==> config.mk <==
export PLATFORM = sky130hd
export DESIGN_NAME = axi_sec_decoder
export DESIGN_NICKNAME = d
export VERILOG_FILES = /design/src/rtl/axi_sd_pkg.sv /design/src/rtl/axi_sd_region_dec.sv /design/src/rtl/axi_sd_wr_path.sv /design/src/rtl/axi_sd_rd_path.sv /design/src/rtl/axi_sec_decoder.sv
export SDC_FILE = /design/constraint.sdc
export NUM_CORES = 1
export LEC_CHECK = 0
export ABC_AREA = 1
export BUFFER_PORTS_ARGS = -buffer_cell sky130_fd_sc_hd__buf_2
export CAP_MARGIN = 0
export CORE_AREA = 3 3 144 146
export DETAILED_ROUTE_END_ITERATION = 8
export DIE_AREA = 0 0 147 149
export HOLD_SLACK_MARGIN = 0.1
export PLACE_DENSITY = 0.69
export REMOVE_ABC_BUFFERS = 1
export SLEW_MARGIN = 20
export SYNTH_ARGS = -nofsm -noshare
export SYNTH_HDL_FRONTEND = slang
export SYNTH_SLANG_ARGS = --single-unit
==> constraint.sdc <==
create_clock -name clk -period 2 [get_ports clk]
set_input_delay 0.1 -clock clk [delete_from_list [all_inputs] [get_ports clk]]
set_output_delay 0.1 -clock clk [all_outputs]
set_load 0.1 [all_outputs]
==> src/rtl/axi_sd_pkg.sv <==
package axi_sd_pkg;

    localparam logic [1:0] RESP_OKAY   = 2'b00;
    localparam logic [1:0] RESP_SLVERR = 2'b10;
    localparam logic [1:0] RESP_DECERR = 2'b11;

    typedef enum logic [2:0] {
        W_IDLE,
        W_FWD_DATA,
        W_FWD_RESP,
        W_ERR_DATA,
        W_ERR_RESP
    } wr_state_e;

    typedef enum logic [1:0] {
        R_IDLE,
        R_FWD,
        R_ERR
    } rd_state_e;

endpackage

==> src/rtl/axi_sd_region_dec.sv <==
module axi_sd_region_dec
    import axi_sd_pkg::*;
#(
    parameter int unsigned ADDR_W      = 32,
    parameter int unsigned NUM_REGIONS = 4,
    parameter int unsigned SEL_W       = 2,
    parameter logic [NUM_REGIONS-1:0][ADDR_W-1:0] REGION_BASE = '0,
    parameter logic [NUM_REGIONS-1:0][ADDR_W-1:0] REGION_SIZE = '0,
    parameter logic [NUM_REGIONS-1:0]             REGION_SECURE = '0,
    parameter logic [1:0] SEC_RESP = RESP_SLVERR
) (
    input  logic [ADDR_W-1:0] addr,
    input  logic              ns,
    output logic              fwd,
    output logic [SEL_W-1:0]  sel,
    output logic [1:0]        err_resp
);

    logic [NUM_REGIONS-1:0] in_rng;
    logic [NUM_REGIONS-1:0] allowed;

    // The security bit acts as the top key bit: a non-secure key cannot
    // land on a secure region.
    for (genvar i = 0; i < NUM_REGIONS; i++) begin : g_region
        assign in_rng[i]  = (addr >= REGION_BASE[i]) &&
                            ((addr - REGION_BASE[i]) < REGION_SIZE[i]);
        assign allowed[i] = in_rng[i] && (!REGION_SECURE[i] || !ns);
    end

    always_comb begin
        sel = '0;
        for (int i = NUM_REGIONS - 1; i >= 0; i--) begin
            if (allowed[i]) sel = SEL_W'(i);
        end
        fwd      = |allowed;
        err_resp = (|in_rng) ? SEC_RESP : RESP_DECERR;
    end

endmodule

==> src/rtl/axi_sd_wr_path.sv <==
module axi_sd_wr_path
    import axi_sd_pkg::*;
#(
    parameter int unsigned ID_W = 4
) (
    input  logic            clk,
    input  logic            rst_n,
    input  logic            dec_fwd,
    input  logic [1:0]      dec_resp,
    input  logic            s_awvalid,
    output logic            s_awready,
    input  logic [ID_W-1:0] s_awid,
    input  logic            s_wvalid,
    output logic            s_wready,
    input  logic            s_wlast,
    output logic            s_bvalid,
    input  logic            s_bready,
    output logic [ID_W-1:0] s_bid,
    output logic [1:0]      s_bresp,
    output logic            m_awvalid,
    input  logic            m_awready,
    output logic            m_wvalid,
    input  logic            m_wready,
    input  logic            m_bvalid,
    output logic            m_bready,
    input  logic [ID_W-1:0] m_bid,
    input  logic [1:0]      m_bresp
);

    typedef struct packed {
        wr_state_e       st;
        logic [ID_W-1:0] id;
        logic [1:0]      code;
    } wr_reg_t;

    wr_reg_t wr_q, wr_d;

    always_comb begin
        wr_d      = wr_q;
        s_awready = 1'b0;
        s_wready  = 1'b0;
        s_bvalid  = 1'b0;
        s_bid     = wr_q.id;
        s_bresp   = wr_q.code;
        m_awvalid = 1'b0;
        m_wvalid  = 1'b0;
        m_bready  = 1'b0;
        unique case (wr_q.st)
            W_IDLE: begin
                if (s_awvalid) begin
                    if (dec_fwd) begin
                        m_awvalid = 1'b1;
                        s_awready = m_awready;
                        if (m_awready) wr_d.st = W_FWD_DATA;
                    end else begin
                        s_awready = 1'b1;
                        wr_d.st   = W_ERR_DATA;
                        wr_d.id   = s_awid;
                        wr_d.code = dec_resp;
                    end
                end
            end
            W_FWD_DATA: begin
                m_wvalid = s_wvalid;
                s_wready = m_wready;
                if (s_wvalid && m_wready && s_wlast) wr_d.st = W_FWD_RESP;
            end
            W_FWD_RESP: begin
                s_bvalid = m_bvalid;
                m_bready = s_bready;
                s_bid    = m_bid;
                s_bresp  = m_bresp;
                if (m_bvalid && s_bready) wr_d.st = W_IDLE;
            end
            W_ERR_DATA: begin
                s_wready = 1'b1;
                if (s_wvalid && s_wlast) wr_d.st = W_ERR_RESP;
            end
            W_ERR_RESP: begin
                s_bvalid = 1'b1;
                if (s_bready) wr_d.st = W_IDLE;
            end
            default: wr_d.st = W_IDLE;
        endcase
    end

    always_ff @(posedge clk) begin
        if (!rst_n) wr_q <= '{st: W_IDLE, id: '0, code: '0};
        else        wr_q <= wr_d;
    end


    bhold_chk: assert property (@(posedge clk) disable iff (!rst_n)
        s_bvalid && !s_bready |=> s_bvalid && $stable(s_bid) && $stable(s_bresp));


    aw_single_chk: assert property (@(posedge clk) disable iff (!rst_n)
        s_awvalid && s_awready |=> !s_awready);


    drain_b_chk: assert property (@(posedge clk) disable iff (!rst_n)
        s_wvalid && s_wready && s_wlast && !m_wvalid |=> s_bvalid);

endmodule

==> src/rtl/axi_sd_rd_path.sv <==
module axi_sd_rd_path
    import axi_sd_pkg::*;
#(
    parameter int unsigned ID_W   = 4,
    parameter int unsigned DATA_W = 32
) (
    input  logic              clk,
    input  logic              rst_n,
    input  logic              dec_fwd,
    input  logic [1:0]        dec_resp,
    input  logic              s_arvalid,
    output logic              s_arready,
    input  logic [ID_W-1:0]   s_arid,
    input  logic [7:0]        s_arlen,
    output logic              s_rvalid,
    input  logic              s_rready,
    output logic [DATA_W-1:0] s_rdata,
    output logic [ID_W-1:0]   s_rid,
    output logic [1:0]        s_rresp,
    output logic              s_rlast,
    output logic              m_arvalid,
    input  logic              m_arready,
    input  logic              m_rvalid,
    output logic              m_rready,
    input  logic [DATA_W-1:0] m_rdata,
    input  logic [ID_W-1:0]   m_rid,
    input  logic [1:0]        m_rresp,
    input  logic              m_rlast
);

    typedef struct packed {
        rd_state_e       st;
        logic [ID_W-1:0] id;
        logic [1:0]      code;
        logic [7:0]      left;
    } rd_reg_t;

    rd_reg_t rd_q, rd_d;

    always_comb begin
        rd_d      = rd_q;
        s_arready = 1'b0;
        s_rvalid  = 1'b0;
        s_rdata   = '0;
        s_rid     = rd_q.id;
        s_rresp   = rd_q.code;
        s_rlast   = 1'b0;
        m_arvalid = 1'b0;
        m_rready  = 1'b0;
        unique case (rd_q.st)
            R_IDLE: begin
                if (s_arvalid) begin
                    if (dec_fwd) begin
                        m_arvalid = 1'b1;
                        s_arready = m_arready;
                        if (m_arready) rd_d.st = R_FWD;
                    end else begin
                        s_arready = 1'b1;
                        rd_d.st   = R_ERR;
                        rd_d.id   = s_arid;
                        rd_d.code = dec_resp;
                        rd_d.left = s_arlen;
                    end
                end
            end
            R_FWD: begin
                s_rvalid = m_rvalid;
                m_rready = s_rready;
                s_rdata  = m_rdata;
                s_rid    = m_rid;
                s_rresp  = m_rresp;
                s_rlast  = m_rlast;
                if (m_rvalid && s_rready && m_rlast) rd_d.st = R_IDLE;
            end
            R_ERR: begin
                s_rvalid = 1'b1;
                s_rlast  = (rd_q.left == '0);
                if (s_rready) begin
                    if (rd_q.left == '0) rd_d.st = R_IDLE;
                    else                 rd_d.left = rd_q.left - 8'd1;
                end
            end
            default: rd_d.st = R_IDLE;
        endcase
    end

    always_ff @(posedge clk) begin
        if (!rst_n) rd_q <= '{st: R_IDLE, id: '0, code: '0, left: '0};
        else        rd_q <= rd_d;
    end


    rhold_chk: assert property (@(posedge clk) disable iff (!rst_n)
        s_rvalid && !s_rready |=> s_rvalid && $stable(s_rid) && $stable(s_rdata)
                                  && $stable(s_rresp) && $stable(s_rlast));


    rlast_end_chk: assert property (@(posedge clk) disable iff (!rst_n)
        s_rvalid && s_rready && s_rlast |=> !s_rvalid);


    ar_single_chk: assert property (@(posedge clk) disable iff (!rst_n)
        s_arvalid && s_arready |=> !s_arready);

endmodule

==> src/rtl/axi_sec_decoder.sv <==
module axi_sec_decoder
    import axi_sd_pkg::*;
#(
    parameter int unsigned ADDR_W      = 32,
    parameter int unsigned DATA_W      = 32,
    parameter int unsigned ID_W        = 4,
    parameter int unsigned NUM_REGIONS = 4,
    parameter logic [NUM_REGIONS-1:0][ADDR_W-1:0] REGION_BASE =
        {32'h0002_0000, 32'h0001_0000, 32'h0000_1000, 32'h0000_0000},
    parameter logic [NUM_REGIONS-1:0][ADDR_W-1:0] REGION_SIZE =
        {32'h0000_0100, 32'h0001_0000, 32'h0000_1000, 32'h0000_1000},
    parameter logic [NUM_REGIONS-1:0] REGION_SECURE = 4'b1010,
    parameter logic [1:0] SEC_RESP = RESP_SLVERR,
    localparam int unsigned SEL_W = (NUM_REGIONS > 1) ? $clog2(NUM_REGIONS) : 1
) (
    input  logic              clk,
    input  logic              rst_n,
    input  logic              s_awvalid,
    output logic              s_awready,
    input  logic [ADDR_W-1:0] s_awaddr,
    input  logic [ID_W-1:0]   s_awid,
    input  logic [7:0]        s_awlen,
    input  logic [2:0]        s_awprot,
    input  logic              s_wvalid,
    output logic              s_wready,
    input  logic [DATA_W-1:0] s_wdata,
    input  logic              s_wlast,
    output logic              s_bvalid,
    input  logic              s_bready,
    output logic [ID_W-1:0]   s_bid,
    output logic [1:0]        s_bresp,
    input  logic              s_arvalid,
    output logic              s_arready,
    input  logic [ADDR_W-1:0] s_araddr,
    input  logic [ID_W-1:0]   s_arid,
    input  logic [7:0]        s_arlen,
    input  logic [2:0]        s_arprot,
    output logic              s_rvalid,
    input  logic              s_rready,
    output logic [DATA_W-1:0] s_rdata,
    output logic [ID_W-1:0]   s_rid,
    output logic [1:0]        s_rresp,
    output logic              s_rlast,
    output logic              m_awvalid,
    input  logic              m_awready,
    output logic [ADDR_W-1:0] m_awaddr,
    output logic [ID_W-1:0]   m_awid,
    output logic [7:0]        m_awlen,
    output logic [2:0]        m_awprot,
    output logic [SEL_W-1:0]  m_awsel,
    output logic              m_wvalid,
    input  logic              m_wready,
    output logic [DATA_W-1:0] m_wdata,
    output logic              m_wlast,
    input  logic              m_bvalid,
    output logic              m_bready,
    input  logic [ID_W-1:0]   m_bid,
    input  logic [1:0]        m_bresp,
    output logic              m_arvalid,
    input  logic              m_arready,
    output logic [ADDR_W-1:0] m_araddr,
    output logic [ID_W-1:0]   m_arid,
    output logic [7:0]        m_arlen,
    output logic [2:0]        m_arprot,
    output logic [SEL_W-1:0]  m_arsel,
    input  logic              m_rvalid,
    output logic              m_rready,
    input  logic [DATA_W-1:0] m_rdata,
    input  logic [ID_W-1:0]   m_rid,
    input  logic [1:0]        m_rresp,
    input  logic              m_rlast
);

    logic       aw_fwd, ar_fwd;
    logic [1:0] aw_err, ar_err;

    axi_sd_region_dec #(
        .ADDR_W(ADDR_W), .NUM_REGIONS(NUM_REGIONS), .SEL_W(SEL_W),
        .REGION_BASE(REGION_BASE), .REGION_SIZE(REGION_SIZE),
        .REGION_SECURE(REGION_SECURE), .SEC_RESP(SEC_RESP)
    ) u_aw_dec (
        .addr(s_awaddr), .ns(s_awprot[1]),
        .fwd(aw_fwd), .sel(m_awsel), .err_resp(aw_err)
    );

    axi_sd_region_dec #(
        .ADDR_W(ADDR_W), .NUM_REGIONS(NUM_REGIONS), .SEL_W(SEL_W),
        .REGION_BASE(REGION_BASE), .REGION_SIZE(REGION_SIZE),
        .REGION_SECURE(REGION_SECURE), .SEC_RESP(SEC_RESP)
    ) u_ar_dec (
        .addr(s_araddr), .ns(s_arprot[1]),
        .fwd(ar_fwd), .sel(m_arsel), .err_resp(ar_err)
    );

    axi_sd_wr_path #(.ID_W(ID_W)) u_wr (
        .clk(clk), .rst_n(rst_n),
        .dec_fwd(aw_fwd), .dec_resp(aw_err),
        .s_awvalid(s_awvalid), .s_awready(s_awready), .s_awid(s_awid),
        .s_wvalid(s_wvalid), .s_wready(s_wready), .s_wlast(s_wlast),
        .s_bvalid(s_bvalid), .s_bready(s_bready), .s_bid(s_bid), .s_bresp(s_bresp),
        .m_awvalid(m_awvalid), .m_awready(m_awready),
        .m_wvalid(m_wvalid), .m_wready(m_wready),
        .m_bvalid(m_bvalid), .m_bready(m_bready), .m_bid(m_bid), .m_bresp(m_bresp)
    );

    axi_sd_rd_path #(.ID_W(ID_W), .DATA_W(DATA_W)) u_rd (
        .clk(clk), .rst_n(rst_n),
        .dec_fwd(ar_fwd), .dec_resp(ar_err),
        .s_arvalid(s_arvalid), .s_arready(s_arready), .s_arid(s_arid), .s_arlen(s_arlen),
        .s_rvalid(s_rvalid), .s_rready(s_rready), .s_rdata(s_rdata),
        .s_rid(s_rid), .s_rresp(s_rresp), .s_rlast(s_rlast),
        .m_arvalid(m_arvalid), .m_arready(m_arready),
        .m_rvalid(m_rvalid), .m_rready(m_rready), .m_rdata(m_rdata),
        .m_rid(m_rid), .m_rresp(m_rresp), .m_rlast(m_rlast)
    );

    assign m_awaddr = s_awaddr;
    assign m_awid   = s_awid;
    assign m_awlen  = s_awlen;
    assign m_awprot = s_awprot;
    assign m_wdata  = s_wdata;
    assign m_wlast  = s_wlast;
    assign m_araddr = s_araddr;
    assign m_arid   = s_arid;
    assign m_arlen  = s_arlen;
    assign m_arprot = s_arprot;


    awsec_chk: assert property (@(posedge clk) disable iff (!rst_n)
        m_awvalid |-> !(m_awprot[1] && REGION_SECURE[m_awsel]));


    arsec_chk: assert property (@(posedge clk) disable iff (!rst_n)
        m_arvalid |-> !(m_arprot[1] && REGION_SECURE[m_arsel]));

endmodule

==> out/metrics.yaml <==
final_net_count: 1420
cp-start-kind: "input pin"
drt_iter0_drc: 450
reg2reg_to: "u_rd.rd_q[1]$_SDFFE_PN0P_"
dieArea_sq_um: 21900
drive_gt1_share_pct: 46.2
critPathCaptureType: "output port"
ir_worst_vdd_v: 0.000391
switchingPower_uw: 4770
rsz0062_at_grt: "yes"
met3WireLength_microns: 3630
hold_viol: 0
pwr-share-clk_pct: 6.0
cts_tree: "built"
overflow: 0
wire_per_inst_microns: 16.9
synth.avg_cell_area_sq_um: 5.53
p_comb_share_pct: 84.3
finalClockSkew_ns: 0.00956
cts.reportedPaths.clkPinSlew_ns: 0.08
synth_top_family_by_area: "simple AND/OR/NAND/NOR gates"
cts-root-buf: "clkbuf_16"
grt_max_degree: 26
final_common_cell: "nand2_1"
track_usage_pct: 21.0
regToRegSetupSlack_ns: 0.20
p_sw_share_pct: 60.7
hold_ws_ns: 0.108
p_int_uw: 3090
worstSetupPathType: "input pin to output port"
synth_cell_type_count: 49
fin_ws_ns: -0.177
fin_tns_setup_ns: -0.741
synth_fa_ha_area_share_pct: 2.11
critPathMaxFanout: 5
cp_data_arrival_time_ns: 2.08
synth-simple-area-share_pct: 46.1
p_leak_uw: 0.00445
ys_ff_latch: 25
wl_met2_microns: 11900
slew_headroom_pct: 66.4
ys.flop_type: "dfxtp_1"
wirelength_microns: 25200
period_share_pct: 109
top_layer: "met5"
tightest_slew_ns: 0.507
stdcell_count: 1491
wl_met1_microns: 8660
final_core_util_pct: 44.3
synth_cells: 966
ios: 370
synth_xor_area_share_pct: 2.79
fmax_mhz: 459
rows: 51
maxSlewViolCount: 0
synth-edff-count: 0
grt_pass1_wl_microns: 35900
yosysWarnings: 0
clk_path_buf_depth: 2
violations: "setup timing"
drc_errors: 0
clk-insertion-delay-late_ns: 0.27
status: "finished, violations left"
start_util_pct: 27.3
ant_nets: 0
synthToLayoutAreaGrowth_pct: 62.0
viasPerCell: 4.73
setup.worst_path.end: "m_arvalid"
synth_area_sq_um: 5340
place_area_sq_um: 7650
fp.dieW_microns: 147
antenna_found_initial: 0
finalInstanceArea_sq_um: 8650
hp-class: "input pin to register"
firstDrtPassIters: 5
die_y_microns: 149
cap_violations: 0
seq_area_frac_synth_pct: 9.37
synth_compound_area_share_pct: 9.33
portBuffers: 249
crit_start: "s_araddr[21]"
ff2ff_path_depth: 10
final_cell_mix: "nand2_1, buf_2, buf_4"
r2r_start: "u_rd.rd_q[14]$_SDFFE_PN0P_"
htree_levels: 1
dp_hpwl_microns: 21100
cts_made_buffers: 3
vias: 7055
p_seq_share_pct: 9.7
critical_path_required_ns: 1.90
fin_crit_ns: 2.18
ctsHoldBuffers: 0
globalplace.congestion: 0.995
cts.sinks: 25
p_per_area_nw_per_um2: 908
num_antenna_cells: 0
core_region_area_sq_um: 19500
grt_pass1_vias: 6672
setup_viol: 13
dpl.cell_count: 1459
async_reset_ff_share_pct: 0
synthMuxAreaShare_pct: 0.211
## flip-flops by register name, summed over array words and instances (netlist names)
| register | flops |
|---|---|
| u_rd.rd_q | 16 |
| u_wr.wr_q | 9 |
## synth_stat cells (6+ instances only)
master	number	area [sq um]
nand3_2	6	60.1
nor2_2	25	156
o21ai_1	14	70.1
nand2_1	261	980
buf_4	129	968
o21ai_0	34	170
nor3_2	8	80.1
nor2_1	102	383
nand4_1	17	106
nand3_1	72	360
inv_1	139	522
dfxtp_1	25	500
ha_1	9	113
inv_2	8	30.0
nand2_2	8	50.1
xor2_1	16	140
nor3_1	11	55.1
nor2_4	9	101
a21oi_1	26	130
## cell type report
class / instances / area, sq um
clock buffer: 3 / 75.1
clock inverter: 1 / 7.51
fill: 1980 / 10900
inverter: 150 / 587
multi-input combinational: 650 / 3800
sequential: 25 / 500
tap: 265 / 332
timing repair buffer: 397 / 3340
## logic make-up after synthesis
family / Yosys count
AO/OA/AOI/OAI: 89
XOR/XNOR: 17
adder cells (fa/ha/maj): 9
buffers and inverters: 292
flip-flops: 25
multiplexers: 1
AND/OR/NAND/NOR: 533
## worst min path at each step
stage / startpoint / to / slack, ns / depth (start not counted)
3_5_place_dp: s_wdata[26] / m_wdata[26] / 0.20 / 0
2_1_floorplan: s_araddr[0] / m_araddr[0] / 0.20 / 0
6_report: s_awid[2] / u_wr.wr_q[4]$_SDFFE_PN0P_ / 0.11 / 3
5_1_grt: s_awid[2] / u_wr.wr_q[4]$_SDFFE_PN0P_ / 0.13 / 3
4_1_cts: s_bready / u_wr.wr_q[8]$_SDFFE_PN0P_ / 0.11 / 4
3_3_place_gp: s_wdata[26] / m_wdata[26] / 0.20 / 0
## layer usage
metal  vias to the layer above  GRT usage (%)
li1                       3408              -
met1                      3146           21.1
met2                       445           36.7
met3                        52           11.9
met4                         4           6.01
met5                         -           6.59
## timing repair
item | in CTS | in global routing
buffers inserted | 8 | 21
resized for setup | 93 | 91
endpoints found under the setup margin | 16 | 30
cloned | 0 | 1
pin swaps | 30 | 46
## metrics by stage
stage          total power [uW]  setup slack, ns
2_1_floorplan              4340            -1.41
3_3_place_gp               7080           -0.393
6_report                   7860           -0.177
4_1_cts                    7720          -0.0940
3_5_place_dp               7140           -0.357
5_1_grt                    8290           -0.289
## worst max-delay path, cell delays in order
cell and delay (ns):
buf_2 0.14, nor2_2 0.29, nand2_2 0.17, o21ai_0 0.22, o21ai_0 0.12, nor2_1 0.13
nand3_1 0.13, nor2_4 0.15, a21oi_4 0.09, nand3_4 0.11, nand2_4 0.09, nor2_4 0.14
buf_12 0.18
## power by group through the flow
stage / Clock, uW / Sequential (uW) / Combinational, uW
final: 473 / 763 / 6620
after global routing: 509 / 778 / 7000
after global placement: 0 / 765 / 6320
after CTS: 495 / 759 / 6470
after detailed placement: 0 / 769 / 6370
after floorplan: 0 / 745 / 3600
Power figures use the tool's default switching activity.
